[src/rtl/bank_pkg.sv]
package bank_pkg;

    typedef enum logic [1:0] {
        OUT_HIT      = 2'd0,
        OUT_EMPTY    = 2'd1,
        OUT_CONFLICT = 2'd2
    } outcome_e;

    typedef enum logic [2:0] {
        PH_IDLE,
        PH_PRE,
        PH_ACT,
        PH_COL,
        PH_BGPRE
    } phase_e;

    function automatic outcome_e classify(input logic is_open, input logic row_match);
        if (!is_open)
            return OUT_EMPTY;
        else if (row_match)
            return OUT_HIT;
        else
            return OUT_CONFLICT;
    endfunction

    function automatic int max3(input int a, input int b, input int c);
        int m;
        m = (a > b) ? a : b;
        return (m > c) ? m : c;
    endfunction

endpackage

[src/rtl/bank_phase_timer.sv]
module bank_phase_timer #(
    parameter int CW = 3
) (
    input  logic          clk,
    input  logic          rst,
    input  logic          load,
    input  logic [CW-1:0] load_val,
    output logic          expired
);
    logic [CW-1:0] cnt;

    always_ff @(posedge clk) begin
        if (rst)
            cnt <= '0;
        else if (load)
            cnt <= load_val;
        else if (cnt != '0)
            cnt <= cnt - 1'b1;
    end

    assign expired = (cnt == '0);

endmodule

[src/rtl/bank_row_tracker.sv]
module bank_row_tracker
    import bank_pkg::*;
#(
    parameter int ROW_W = 12
) (
    input  logic             clk,
    input  logic             rst,
    input  logic [ROW_W-1:0] lookup_row,
    input  logic             set_open,
    input  logic [ROW_W-1:0] set_row,
    input  logic             set_closed,
    output outcome_e         lookup_class
);
    logic             open_q;
    logic [ROW_W-1:0] row_q;

    always_ff @(posedge clk) begin
        if (rst) begin
            open_q <= 1'b0;
            row_q  <= '0;
        end else if (set_open) begin
            open_q <= 1'b1;
            row_q  <= set_row;
        end else if (set_closed) begin
            open_q <= 1'b0;
        end
    end

    assign lookup_class = classify(open_q, row_q == lookup_row);

    AST_NO_SET_AND_CLEAR: assert property (@(posedge clk) disable iff (rst)
        !(set_open && set_closed));

endmodule

[src/rtl/bank_rowbuf_ctrl.sv]
module bank_rowbuf_ctrl
    import bank_pkg::*;
#(
    parameter int ROW_W = 12,
    parameter int COL_W = 10,
    parameter int T_PRE = 2,
    parameter int T_ACT = 2,
    parameter int T_COL = 2,
    localparam int LAT_MAX = T_PRE + T_ACT + T_COL,
    localparam int LAT_W   = $clog2(LAT_MAX + 1),
    localparam int CW      = $clog2(max3(T_PRE, T_ACT, T_COL)) + 1
) (
    input  logic             clk,
    input  logic             rst,
    input  logic             close_page,
    input  logic             req_valid,
    output logic             req_ready,
    input  logic [ROW_W-1:0] req_row,
    input  logic [COL_W-1:0] req_col,
    output logic             done,
    output logic [1:0]       done_outcome,
    output logic [ROW_W-1:0] done_row,
    output logic [COL_W-1:0] done_col,
    output logic [LAT_W-1:0] done_lat
);
    localparam logic [CW-1:0]    LD_PRE = CW'(T_PRE - 1);
    localparam logic [CW-1:0]    LD_ACT = CW'(T_ACT - 1);
    localparam logic [CW-1:0]    LD_COL = CW'(T_COL - 1);
    localparam logic [LAT_W-1:0] L_HIT  = LAT_W'(T_COL);
    localparam logic [LAT_W-1:0] L_EMP  = LAT_W'(T_ACT + T_COL);
    localparam logic [LAT_W-1:0] L_CON  = LAT_W'(LAT_MAX);

    phase_e           phase, phase_nxt;
    logic [ROW_W-1:0] row_q;
    logic [COL_W-1:0] col_q;
    logic             pol_q;
    outcome_e         outc_q;
    logic [LAT_W-1:0] elapsed;
    outcome_e         done_outc_q;

    logic             accept;
    logic             t_load;
    logic [CW-1:0]    t_val;
    logic             t_expired;
    logic             trk_open, trk_close;
    logic             fin;
    outcome_e         cls;

    assign req_ready = (phase == PH_IDLE);
    assign accept    = req_valid && req_ready;

    bank_phase_timer #(.CW(CW)) u_timer (
        .clk      (clk),
        .rst      (rst),
        .load     (t_load),
        .load_val (t_val),
        .expired  (t_expired)
    );

    bank_row_tracker #(.ROW_W(ROW_W)) u_tracker (
        .clk          (clk),
        .rst          (rst),
        .lookup_row   (req_row),
        .set_open     (trk_open),
        .set_row      (row_q),
        .set_closed   (trk_close),
        .lookup_class (cls)
    );

    always_comb begin
        phase_nxt = phase;
        t_load    = 1'b0;
        t_val     = '0;
        trk_open  = 1'b0;
        trk_close = 1'b0;
        fin       = 1'b0;
        unique case (phase)
            PH_IDLE: begin
                if (accept) begin
                    t_load = 1'b1;
                    unique case (cls)
                        OUT_HIT:   begin phase_nxt = PH_COL; t_val = LD_COL; end
                        OUT_EMPTY: begin phase_nxt = PH_ACT; t_val = LD_ACT; end
                        default:   begin phase_nxt = PH_PRE; t_val = LD_PRE; end
                    endcase
                end
            end
            PH_PRE: begin
                if (t_expired) begin
                    trk_close = 1'b1;
                    phase_nxt = PH_ACT;
                    t_load    = 1'b1;
                    t_val     = LD_ACT;
                end
            end
            PH_ACT: begin
                if (t_expired) begin
                    trk_open  = 1'b1;
                    phase_nxt = PH_COL;
                    t_load    = 1'b1;
                    t_val     = LD_COL;
                end
            end
            PH_COL: begin
                if (t_expired) begin
                    fin = 1'b1;
                    if (pol_q) begin
                        phase_nxt = PH_BGPRE;
                        t_load    = 1'b1;
                        t_val     = LD_PRE;
                    end else begin
                        phase_nxt = PH_IDLE;
                    end
                end
            end
            PH_BGPRE: begin
                if (t_expired) begin
                    trk_close = 1'b1;
                    phase_nxt = PH_IDLE;
                end
            end
            default: phase_nxt = PH_IDLE;
        endcase
    end

    always_ff @(posedge clk) begin
        if (rst) begin
            phase       <= PH_IDLE;
            row_q       <= '0;
            col_q       <= '0;
            pol_q       <= 1'b0;
            outc_q      <= OUT_EMPTY;
            elapsed     <= '0;
            done        <= 1'b0;
            done_outc_q <= OUT_HIT;
            done_row    <= '0;
            done_col    <= '0;
            done_lat    <= '0;
        end else begin
            phase <= phase_nxt;
            done  <= fin;
            if (accept) begin
                row_q   <= req_row;
                col_q   <= req_col;
                pol_q   <= close_page;
                outc_q  <= cls;
                elapsed <= LAT_W'(1);
            end else if (phase == PH_PRE || phase == PH_ACT || phase == PH_COL) begin
                elapsed <= elapsed + 1'b1;
            end
            if (fin) begin
                done_outc_q <= outc_q;
                done_row    <= row_q;
                done_col    <= col_q;
                done_lat    <= elapsed;
            end
        end
    end

    assign done_outcome = done_outc_q;

    AST_RESET_IDLE: assert property (@(posedge clk) disable iff (rst)
        $past(rst) |-> (req_ready && !done));
    AST_BUSY_AFTER_ACCEPT: assert property (@(posedge clk) disable iff (rst)
        accept |=> !req_ready);
    AST_CODE_LEGAL: assert property (@(posedge clk) disable iff (rst)
        done |-> (done_outcome != 2'd3));
    AST_OPEN_READY: assert property (@(posedge clk) disable iff (rst)
        (done && !pol_q) |-> req_ready);
    AST_CLOSE_BUSY: assert property (@(posedge clk) disable iff (rst)
        (done && pol_q) |-> !req_ready);
    AST_DONE_PULSE: assert property (@(posedge clk) disable iff (rst)
        done |=> !done);
    AST_LAT_MATCH: assert property (@(posedge clk) disable iff (rst)
        done |-> ((done_outcome == 2'd0 && done_lat == L_HIT) ||
                  (done_outcome == 2'd1 && done_lat == L_EMP) ||
                  (done_outcome == 2'd2 && done_lat == L_CON)));

endmodule

[config.mk]
export PLATFORM = sky130hd
export DESIGN_NAME = bank_rowbuf_ctrl
export DESIGN_NICKNAME = d
export VERILOG_FILES = /design/src/rtl/bank_pkg.sv /design/src/rtl/bank_phase_timer.sv /design/src/rtl/bank_row_tracker.sv /design/src/rtl/bank_rowbuf_ctrl.sv
export SDC_FILE = /design/constraint.sdc
export NUM_CORES = 1
export LEC_CHECK = 0
export ABC_AREA = 0
export BUFFER_PORTS_ARGS = -buffer_cell sky130_fd_sc_hd__buf_2
export CORE_MARGIN = 5
export CORE_UTILIZATION = 39
export CTS_BUF_LIST = sky130_fd_sc_hd__clkbuf_2
export DETAILED_ROUTE_END_ITERATION = 10
export GPL_ROUTABILITY_DRIVEN = 0
export HOLD_SLACK_MARGIN = 0.15
export MAX_ROUTING_LAYER = met4
export PLACE_DENSITY = 0.71
export SLEW_MARGIN = 20
export SYNTH_ARGS = -nofsm -noshare
export SYNTH_HDL_FRONTEND = slang
export SYNTH_SLANG_ARGS = --single-unit
[constraint.sdc]
create_clock -name clk -period 2.9 [get_ports clk]
set_clock_uncertainty 0.1 [all_clocks]
set_input_delay 0.58 -clock clk [delete_from_list [all_inputs] [get_ports clk]]
set_output_delay 0.58 -clock clk [all_outputs]
set_load 0.01 [all_outputs]
==> results of run 1 <==
==> cell families after synthesis <==
group           after synthesis  share of synthesized area (%)
compound gates               79                          14.93
xor+xnor                     15                          4.518
fa+ha+maj                     2                         0.8604
buf+inv                      25                          4.647
flops                        74                          50.95
mux                           1                         0.3442
simple gates                157                          23.75
==> cells in the final DEF (no fill, tap or decap), drive strengths merged, types with 2 or more instances in the layout <==
master / instances
a21oi: 66
nand2: 130
nand4: 3
xor2: 2
clkbuf: 10
or3: 2
ha: 2
nand3b: 3
clkinv: 5
nor3: 4
xnor2: 13
nor4b: 3
a22o: 2
inv: 3
buf: 60
o211ai: 2
nor2: 7
dlygate4sd3: 3
dfxtp: 74
==> synth_stat cells, types with 2 or more instances <==
library cell and n:
buf_4 3, nor3_1 4, dfxtp_1 74, a22o_1 2, o211ai_1 2, buf_2 6, nand4_1 3, buf_6 3
inv_1 3, or3_1 2, xnor2_1 13, nand2_1 129, nor2_1 7, nand3b_1 3, ha_1 2, xor2_1 2
a21oi_1 66, clkbuf_1 10
==> final cells by class <==
type	count	area, µm²	share of cell area (%)
timing repair buffer	63	345.3	10.28
clock buffer	10	50.05	1.489
clock inverter	6	57.56	1.713
inverter	3	11.26	0.3351
multi-input combinational	254	1291	38.42
sequential	74	1481	44.08
tap	99	123.9	3.686
==> stage by stage <==
step           utilization (%)  power, W  hold slack, ps  instances  area [µm²]
3_3_place_gp             44.44  0.001920           340.0        490        3223
6_report                 46.33  0.002478           180.5        509        3361
4_1_cts                  46.33  0.002488           150.4        509        3361
3_5_place_dp             44.44  0.001943           342.7        490        3223
5_1_grt                  46.33  0.002640           153.2        509        3361
2_1_floorplan                -  0.001781           331.9        353        2908
==> worst min-delay path by stage <==
stage                from               to  slack (ps)  cells after the start
2_1_floorplan   outc_q[1]  done_outcome[1]         330                      2
3_3_place_gp     col_q[0]      done_col[0]         340                      2
3_5_place_dp     col_q[5]      done_col[5]         340                      2
4_1_cts        req_col[5]         col_q[5]         150                      3
5_1_grt        req_row[0]         row_q[0]         150                      3
6_report       req_col[5]         col_q[5]         180                      3
==> critical path, cell delays in order (launching register included) <==
cell	delay, ps
dfxtp_1	530
or3_1	460
inv_1	100
buf_2	140
==> per-layer routing <==
metal  vias to the layer above  share of wire [%]  global-route usage (%)
li1                       1274                  -                       -
met1                      1185                 48                   19.42
met2                        45                 46                   25.07
met3                        13                4.6                   3.127
met4                         0                1.9                   6.659
met5                         -                  0                       -
==> state kept, by name, summed over array words and instances (netlist names) <==
signal            count
col_q                10
done                  1
done_col             10
done_lat              3
done_outcome          2
done_row             12
elapsed               3
outc_q                2
phase                 3
pol_q                 1
row_q                12
u_timer.cnt           2
u_tracker.open_q      1
u_tracker.row_q      12
==> power by group <==
part	switching [W]	leakage [nW]	total, W	internal [W]
Clock	0.000354	0.0731	0.000551	0.000197
Combinational	0.000404	0.629	0.000654	0.000250
Sequential	0.000131	0.601	0.00127	0.00114
Total	0.000889	1.30	0.00248	0.00159
==> results.md, run 1 <==
* Synth warn at 0
* Global-route wire length before repair at ~11,000 µm
* H-tree depth at 3
* Synth Flop Type: dfxtp_1
* DR DRC count at 0
* Maxcap violations at 0
* Largest net degree at the start of global routing at 34
* Hold-fix buffer count after cts at 3
* Worst Path Required at about 2200 ps
* Post-DRT Antenna Nets at 0
* Std cell rows at 31
* Hpwl dp at roughly 4600 µm
* Reg2reg end: done_row[10]
* Chip height at around 96 µm
* Filler Cell Count at around 760
* DRT iter0 DRCs at between 100 and 150
* CP max FO at 15
* Setup TNS at 0 ps
* Layout net count at about 430
* WL/cell at approximately 13 µm
* Post-Syn Area per Cell at between 8 and 9 µm²
* Post-synth EDFFs at 0
* Sequential element share of the synthesized area at between 50 and 60%
* Fin. Hold Viols at 0
* Clock tree buffer depth at 2
* Place WS at between 600 and 700 ps
* Startpoint Class: register
* CP Capture Type: output pin
* Register-to-Register Path Depth at 7
* I/O Buffers at 54
* #FFs+latches synth at 74
* Worst rel slew slack at between 50% and 60%
* Status: finished, final reports clean
* Critical path class: register to output pin
* Fin crit share at 83.50%
* Post-CTS resize count at 0
* Min Tclk post-route at about 2400 ps
* Fmax at ~0.41 GHz
* Fraction of layout cells with a size suffix above 1 at between 10% and 20%
* Ys async rst share at 0%
* Hold Crit Class: primary input to register
* Die area at about 9300 µm²
* Synth Net Count at ~380
* Antenna diodes at 0
* P&R area growth vs syn at 15.58%
* Reg2Reg Setup Slack at 600 ps
* Power Density at approximately 740 nW/µm²
* Gr usage total at 15.74%
* Gr ovfl total at 0
* WP data arrival at 1740 ps
* Sink Count at between 70 and 80
* WL final at ~6700 µm
* Lkg Pwr at roughly 1.3 nW
* Area leader, netlist: dfxtp_1
* Top Ports at 55
* Vias at about 2,500
* Vias in the first global route at approximately 2,300
* CTS buffer count at 9
* Worst Tran Pin Value at 602.7 ps
* Root buffer cell: clkbuf_2
* Syn Inst Count at approximately 350
* Share of the synthesized area in the top cell type at 50.95%
* Netlist cell types at 37
* Clock Pin Slew Worst Setup and Hold Paths at roughly 190 ps
* First drt pass iteration count at 4
* DIE WIDTH at roughly 96 µm
* Initial antenna violation count at 0
* Worst setup path end: req_ready
* Core Region at 7253 µm²
* Peak VDD IR at roughly 0.25 mV
* CTS tree: done
* Worst r2r src: u_timer.cnt[0]
* CP startpoint: phase[2]
* Initial Util at 40.09%
* Clock Latency Late Sink at roughly 520 ps
* Final setup fails at 0
* Synth area leaders: dfxtp_1 (51%), nand2_1 (17%), a21oi_1 (11%), xnor2_1 (3.9%), clkbuf_1 (1.3%)
* Synthesized cell area at slightly below 3000 µm²
* RSZ-0062 raised after global routing: false
* Setup Buffers After CTS at 0
* Fin worst setup slack at 478.5 ps
* Vias/cell at ~4.9
* Final Max Tran Viols at 0
(Power assumes the default switching activity.)
==> inputs of run 2 (changes only) <==
--- a/config.mk
+++ b/config.mk
@@ -14,7 +14,7 @@
 export GPL_ROUTABILITY_DRIVEN = 0
 export HOLD_SLACK_MARGIN = 0.15
 export MAX_ROUTING_LAYER = met4
-export PLACE_DENSITY = 0.71
+export PLACE_DENSITY = 0.73
 export SLEW_MARGIN = 20
 export SYNTH_ARGS = -nofsm -noshare
 export SYNTH_HDL_FRONTEND = slang
==> constraint.sdc (replaced) <==
create_clock -name clk -period 2 [get_ports clk]
set_clock_uncertainty 0.1 [all_clocks]
set_input_delay 0.4 -clock clk [delete_from_list [all_inputs] [get_ports clk]]
set_output_delay 0.4 -clock clk [all_outputs]
set_load 0.01 [all_outputs]
==> run 2 against run 1 <==
Effect of this change:
- clock-buffer cell count decreased by 1
- utilization increased by 4.7 points
- sequential cell count unchanged
- total power increased by 55%
- non-clock buffer count increased by 32
- highest routed layer unchanged
- clock power increased by 54%
- sequential power increased by 41%
- cell count increased by 6.3%
- routed wire length increased by 2.2%
- via count increased by 4.1%
- worst hold slack improved by 38 ps
==> results.md, run 2 (synthesis gave the netlist of run 1 again) <==
* Status: finished, final reports clean
* Antenna diodes at 0 (unchanged)
* Place WS at 309.7 ps (-361.8 ps)
* Most common cell after layout, fill and taps aside: nand2_1
* CP Capture Type: output pin
* Root buffer cell: clkbuf_2
* Clock Pin Slew Worst Setup and Hold Paths at 220 ps (+30 ps)
* Hpwl dp at 4736 µm (+3.2%)
* Top Ports at 55 (unchanged)
* CTS tree: done
* CP peak stage delay at 400 ps (-130 ps)
* Die area at 9282 µm² (unchanged)
* WHS at 218.9 ps (+38.44 ps)
* RSZ-0062 raised after global routing: true
* Fraction of layout cells with a size suffix above 1 at 21.95% (+2.2 points)
* Hold Crit Class: primary input to register
* Clock tree buffer depth at 2 (unchanged)
* Core Region at 7253 µm² (unchanged)
* Final Max Tran Viols at 0 (unchanged)
* Maxcap violations at 0 (unchanged)
* WL/cell at 12.69 µm (-3.9%)
* Largest net degree at the start of global routing at 27 (-21%)
* Most frequent cells in the layout: nand2_1 (129), dfxtp_1 (72), a21oi_1 (66)
* Fin crit share at about 96%
* WL final at 6865 µm (+2.2%)
* Fin cells at 541 (+6.3%)
* Layout net count at 465 (+7.4%)
* CP max FO at 2 (-13)
* Clock Latency Late Sink at 510 ps (about the same)
* Vias/cell at 4.845 (-2.0%)
* Sink Count at 74 (unchanged)
* Slowest-stage cell, CP: or3_4
* Peak VDD IR at 0.5099 mV (+100%)
* Lkg Pwr at 1.452 nW (+11%)
* Fmax at a little over 0.5 GHz
* Critical path class: register to output pin
* P&R area growth vs syn at 27.28%
* Final setup fails at 0 (unchanged)
* Global-route wire length before repair at 11,210 µm (+1.8%)
* Critical path, cell by cell: or3_4, inv_4, buf_6
* WP data arrival at 1430 ps (-310 ps)
* Vias at 2,621 (+4.1%)
* FF/Latch Area at 1486 µm² (+0.34%)
* DR DRC count at 0 (unchanged)
* CTS buffer count at 9 (unchanged)
* Startpoint Class: register
* DRT iter0 DRCs at 103 (-18%)
* Initial antenna violation count at 0 (unchanged)
* Fin. Hold Viols at 0 (unchanged)
* Fin worst setup slack at 71.05 ps (-407.5 ps)
* Std cell rows at 31 (unchanged)
* Top flop regs: done_row x12, row_q x12, u_tracker.row_q x12
* Filler Cell Count at 723 (-4.4%)
* Worst rel slew slack at 66.90% (+7.1 points)
* Gr usage total at 16.26% (+0.52 points)
* H-tree depth at 3 (unchanged)
* DIE WIDTH at 96.35 µm (unchanged)
* Post-DRT Antenna Nets at 0 (unchanged)
* Placed cells at 500 (+2.0%)
* Power Density at 1036 nW/µm² (+41%)
* Vias in the first global route at 2,376 (+2.5%)
* Multi-input gate area at 1296 µm² (+0.39%)
* Chip height at 96.35 µm (unchanged)
* First drt pass iteration count at 5 (+1)
* Worst Path Required at 1500 ps (-720 ps)
* Initial Util at 40.09% (unchanged)
* Gr ovfl total at 0 (unchanged)
* Setup TNS at 0 ps (unchanged)
* Worst Tran Pin Value at 494.4 ps (-108.3 ps)
* Min Tclk post-route at 1929 ps
* I/O Buffers at 54 (unchanged)
-- run 2: path summary, 6_finish.rpt --
kind | end | cells past startpoint | startpoint | slack (ps)
min | row_q[8] | 4 | req_valid | 220
max reg2reg | phase[1] | 5 | phase[2] | 280
min reg2reg | done_row[0] | 2 | row_q[0] | 360
max | req_ready | 3 | phase[2] | 70
-- run 2: area by class of cell --
type | instances | area share (%)
inverter | 3 | 0.3719
sequential | 74 | 40.16
multi-input combinational | 254 | 35.02
timing repair buffer | 95 | 17.75
tap | 99 | 3.347
clock inverter | 7 | 2.130
clock buffer | 9 | 1.217
-- run 2: power by group --
part           internal, W  switching, W  total, W
logic             0.000508      0.000687   0.00120
clock network     0.000298      0.000552  0.000851
registers          0.00166      0.000128   0.00179
total              0.00247       0.00137   0.00383
-- run 2: through the flow --
step	area, µm²	power, W	util (%)
final	3701	0.003835	51.03
after global routing	3701	0.004113	51.03
after detailed placement	3311	0.002918	45.64
after global placement	3311	0.002894	45.64
after floorplan	2908	0.002582	-
after CTS	3699	0.003857	50.99
-- run 2: timing repair --
action | CTS | global route
endpoints found under the setup margin | 1 | 1
hold buffers | 24 | 0
gates cloned | 0 | 0
buffers inserted | 1 | 0
endpoints found under the hold margin | 30 | 0
resized for setup | 6 | 1
-- run 2: critical path: cells and delay by family, from the launching register on --
| family | cells | cell delay [ps] |
|---|---|---|
| buf+inv | 2 | 170 |
| flops | 1 | 370 |
| simple gates | 1 | 400 |
-- run 2: routing by layer --
layer  vias to the layer above  part of all wire (%)  GRT usage [%]
met1                      1201                    47          21.23
met4                         0                   1.8          5.607
li1                       1335                     -              -
met5                         -                     0              -
met3                        12                   6.0          4.848
met2                        73                    46          23.98
==> inputs of run 3 (changes only) <==
--- a/config.mk
+++ b/config.mk
@@ -6,15 +6,19 @@
 export NUM_CORES = 1
 export LEC_CHECK = 0
 export ABC_AREA = 0
+export ABC_CLOCK_PERIOD_IN_PS = 2000
 export BUFFER_PORTS_ARGS = -buffer_cell sky130_fd_sc_hd__buf_2
+export CELL_PAD_IN_SITES_DETAIL_PLACEMENT = 2
+export CELL_PAD_IN_SITES_GLOBAL_PLACEMENT = 2
 export CORE_MARGIN = 5
-export CORE_UTILIZATION = 39
+export CORE_UTILIZATION = 30
 export CTS_BUF_LIST = sky130_fd_sc_hd__clkbuf_2
 export DETAILED_ROUTE_END_ITERATION = 10
 export GPL_ROUTABILITY_DRIVEN = 0
+export GPL_TIMING_DRIVEN = 0
 export HOLD_SLACK_MARGIN = 0.15
 export MAX_ROUTING_LAYER = met4
-export PLACE_DENSITY = 0.73
+export PLACE_DENSITY = 0.88
 export SLEW_MARGIN = 20
 export SYNTH_ARGS = -nofsm -noshare
 export SYNTH_HDL_FRONTEND = slang
==> run 3 against run 2 <==
Effect of this change:
- setup slack got worse by 55 ps
- critical path depth unchanged
- routed wire length increased by 67%
- cell area increased by 3.5%
- sequential power about the same
- clock-buffer cell count increased by 1
- largest cell class unchanged
==> results.md, run 3 (synthesis gave the netlist of run 1 again) <==
* Worst Tran Pin Value at 636.0 ps (+141.6 ps)
* Sink Count at 74 (unchanged)
* Worst Path Required at 1500 ps (about the same)
* Chip height at 108.5 µm (+13%)
* Slowest-stage cell, CP: or3_4
* WL/cell at 19.34 µm (+52%)
* Most common cell after layout, fill and taps aside: nand2_1
* Top Ports at 55 (unchanged)
* Power share of the sequential group at 43.7% (-3.0 points)
* I/O Buffers at 54 (unchanged)
* Die area at 11,760 µm² (+27%)
* Post-layout util at 39.93% (-11 points)
* First drt pass iteration count at 4 (-1)
* Post-DP Area at 3344 µm² (+1.0%)
* Fmax at 0.5041 GHz (-2.8%)
* CP peak stage delay at 410 ps (about the same)
* Initial Util at 30.31% (-9.8 points)
* Top flop regs: done_row x12, row_q x12, u_tracker.row_q x12
* Filler Cell Count at 1,091 (+51%)
* Core Region at 9594 µm² (+32%)
* DRT iter0 DRCs at 112 (+8.7%)
* Clock Pin Slew Worst Setup and Hold Paths at 240 ps (+20 ps)
* Status: finished, final reports clean
* Min Tclk post-route at 1984 ps (+54.63 ps)
* Std cell rows at 36 (+16%)
* Vias at 2,907 (+11%)
* Hold path cells at 4 (unchanged)
* Most frequent cells in the layout: nand2_1 (129), dfxtp_1 (72), a21oi_1 (66)
* Fin crit share at 99.18% (+2.7 points)
* Peak VDD IR at 0.3312 mV (-35%)
* Hold endpoint: col_q[5]
* Hpwl dp at 6693 µm (+41%)
* Fraction of layout cells with a size suffix above 1 at 23.75% (+1.8 points)
* Critical path, cell by cell: or3_4, inv_4, buf_6
* Worst r2r src: phase[0]
* Comb power frac at 34.4% (+3.2 points)
* Startpoint Class: register
* Top delay family on crit path: simple AND/OR/NAND/NOR gates
* RSZ-0062 raised after global routing: true
* Total Power at 0.004166 W (+8.6%)
* Post-DRT Antenna Nets at 0 (unchanged)
* Power Density at 1088 nW/µm² (+5.0%)
* Global-route wire length before repair at 18,310 µm (+63%)
* Clock Latency Late Sink at 560 ps (+50 ps)
* Initial antenna violation count at 0 (unchanged)
* Worst rel slew slack at 57.60% (-9.3 points)
* Reg2reg end: done_row[8]
* Vias/cell at 4.910 (+1.4%)
* WL final at 11,450 µm (+67%)
* Clock power share at 21.8% (-0.4 points)
* Cell Int Power at 0.002539 W (+2.9%)
* Instance count on the critical path at 3 (unchanged)
* CTS buffer count at 9 (unchanged)
* Sw Ratio at 39.06% (+3.4 points)
* CTS tree: done
* Post-route cell area at 3831 µm² (+3.5%)
* Critical path class: register to output pin
* Gr ovfl total at 0 (unchanged)
* P&R area growth vs syn at 31.76%
* Reg2Reg Setup Slack at 120 ps (-160 ps)
* CP Buf/Inv Count at 2 (unchanged)
* Layout net count at 482 (+3.7%)
* DIE WIDTH at 108.5 µm (+13%)
* Root buffer cell: clkbuf_2
* Hold wc startpoint: req_valid
* DR DRC count at 0 (unchanged)
* Gr usage total at 21.28% (+5.0 points)
* CP Capture Type: output pin
* Register-to-Register Path Depth at 6 (+1)
* Vias in the first global route at 3,254 (+37%)
* Net Sw Power at 0.001627 W (+19%)
* Largest net degree at the start of global routing at 14 (-48%)
* Hold Crit Class: primary input to register
* Fin. Hold Viols at 0 (unchanged)
* CP max FO at 3 (+1)
* Lkg Pwr at 1.506 nW (+3.7%)
* Antenna diodes at 0 (unchanged)
* H-tree depth at 3 (unchanged)
* WP data arrival at 1480 ps (+50 ps)
* Clock tree buffer depth at 2 (unchanged)
* Final Max Tran Viols at 0 (unchanged)
* Final setup fails at 0 (unchanged)
* Maxcap violations at 0 (unchanged)
run 3: through the flow:
step                setup TNS [ps]  worst slack, ps  instances  hold slack, ps
floorplan                        0            399.9        353           331.9
global placement                 0            89.04        540           342.1
detailed placement               0            9.245        540           349.8
CTS                              0            1.819        586           169.3
global route                -20.43           -20.43        592           260.0
finish                           0            16.42        592           244.7
run 3: cell type report:
cell class / instances / area, µm² / area share [%]
Inverter: 3 / 13.76 / 0.3592
Clock inverter: 6 / 65.06 / 1.698
Clock buffer: 10 / 50.05 / 1.306
Timing Repair Buffer: 90 / 616.8 / 16.10
Sequential cell: 74 / 1489 / 38.86
Tap cell: 133 / 166.4 / 4.344
Multi-Input combinational cell: 254 / 1304 / 34.03
Buffer: 22 / 126.4 / 3.298
run 3: layer usage:
layer,vias to the layer above,global-route usage [%],routed length [µm]
li1,1370,-,-
met1,1437,22.92,4621
met2,72,37.86,6082
met3,28,3.701,438
met4,0,9.919,308
met5,-,-,0
run 3: how the worst max path moves through the flow:
| stage | startpoint | to | slack, ps |
|---|---|---|---|
| global route | phase[0] | req_ready | -20 |
| detailed placement | u_timer.cnt[0] | done_row[10] | 9 |
| CTS | phase[2] | row_q[5] | 2 |
| finish | phase[0] | req_ready | 20 |
| floorplan | u_timer.cnt[0] | u_tracker.row_q[10] | 400 |
| global placement | u_timer.cnt[0] | done_lat[0] | 90 |
run 3: timing repair:
action / in CTS / in global routing
hold endpoints to repair: 23 / 0
setup endpoints to repair: 7 / 16
hold buffers: 23 / 0
buffers inserted: 7 / 6
resized for setup: 7 / 7
pin swaps: 2 / 2
run 3: power by group through the flow:
stage	logic, W	clock network [W]	registers [W]
finish	0.00143	0.000909	0.00182
global route	0.00156	0.000989	0.00185
CTS	0.00128	0.000878	0.00180
detailed placement	0.00114	0	0.00184
global placement	0.00108	0	0.00183
floorplan	0.000778	0	0.00180
run 3: worst register-to-register path, stage by stage (launching register included):
cell and delay, ps:
dfxtp_4 400, buf_4 130, buf_2 240, nand4b_2 370, buf_2 360, nand2_1 100, a21oi_1 60
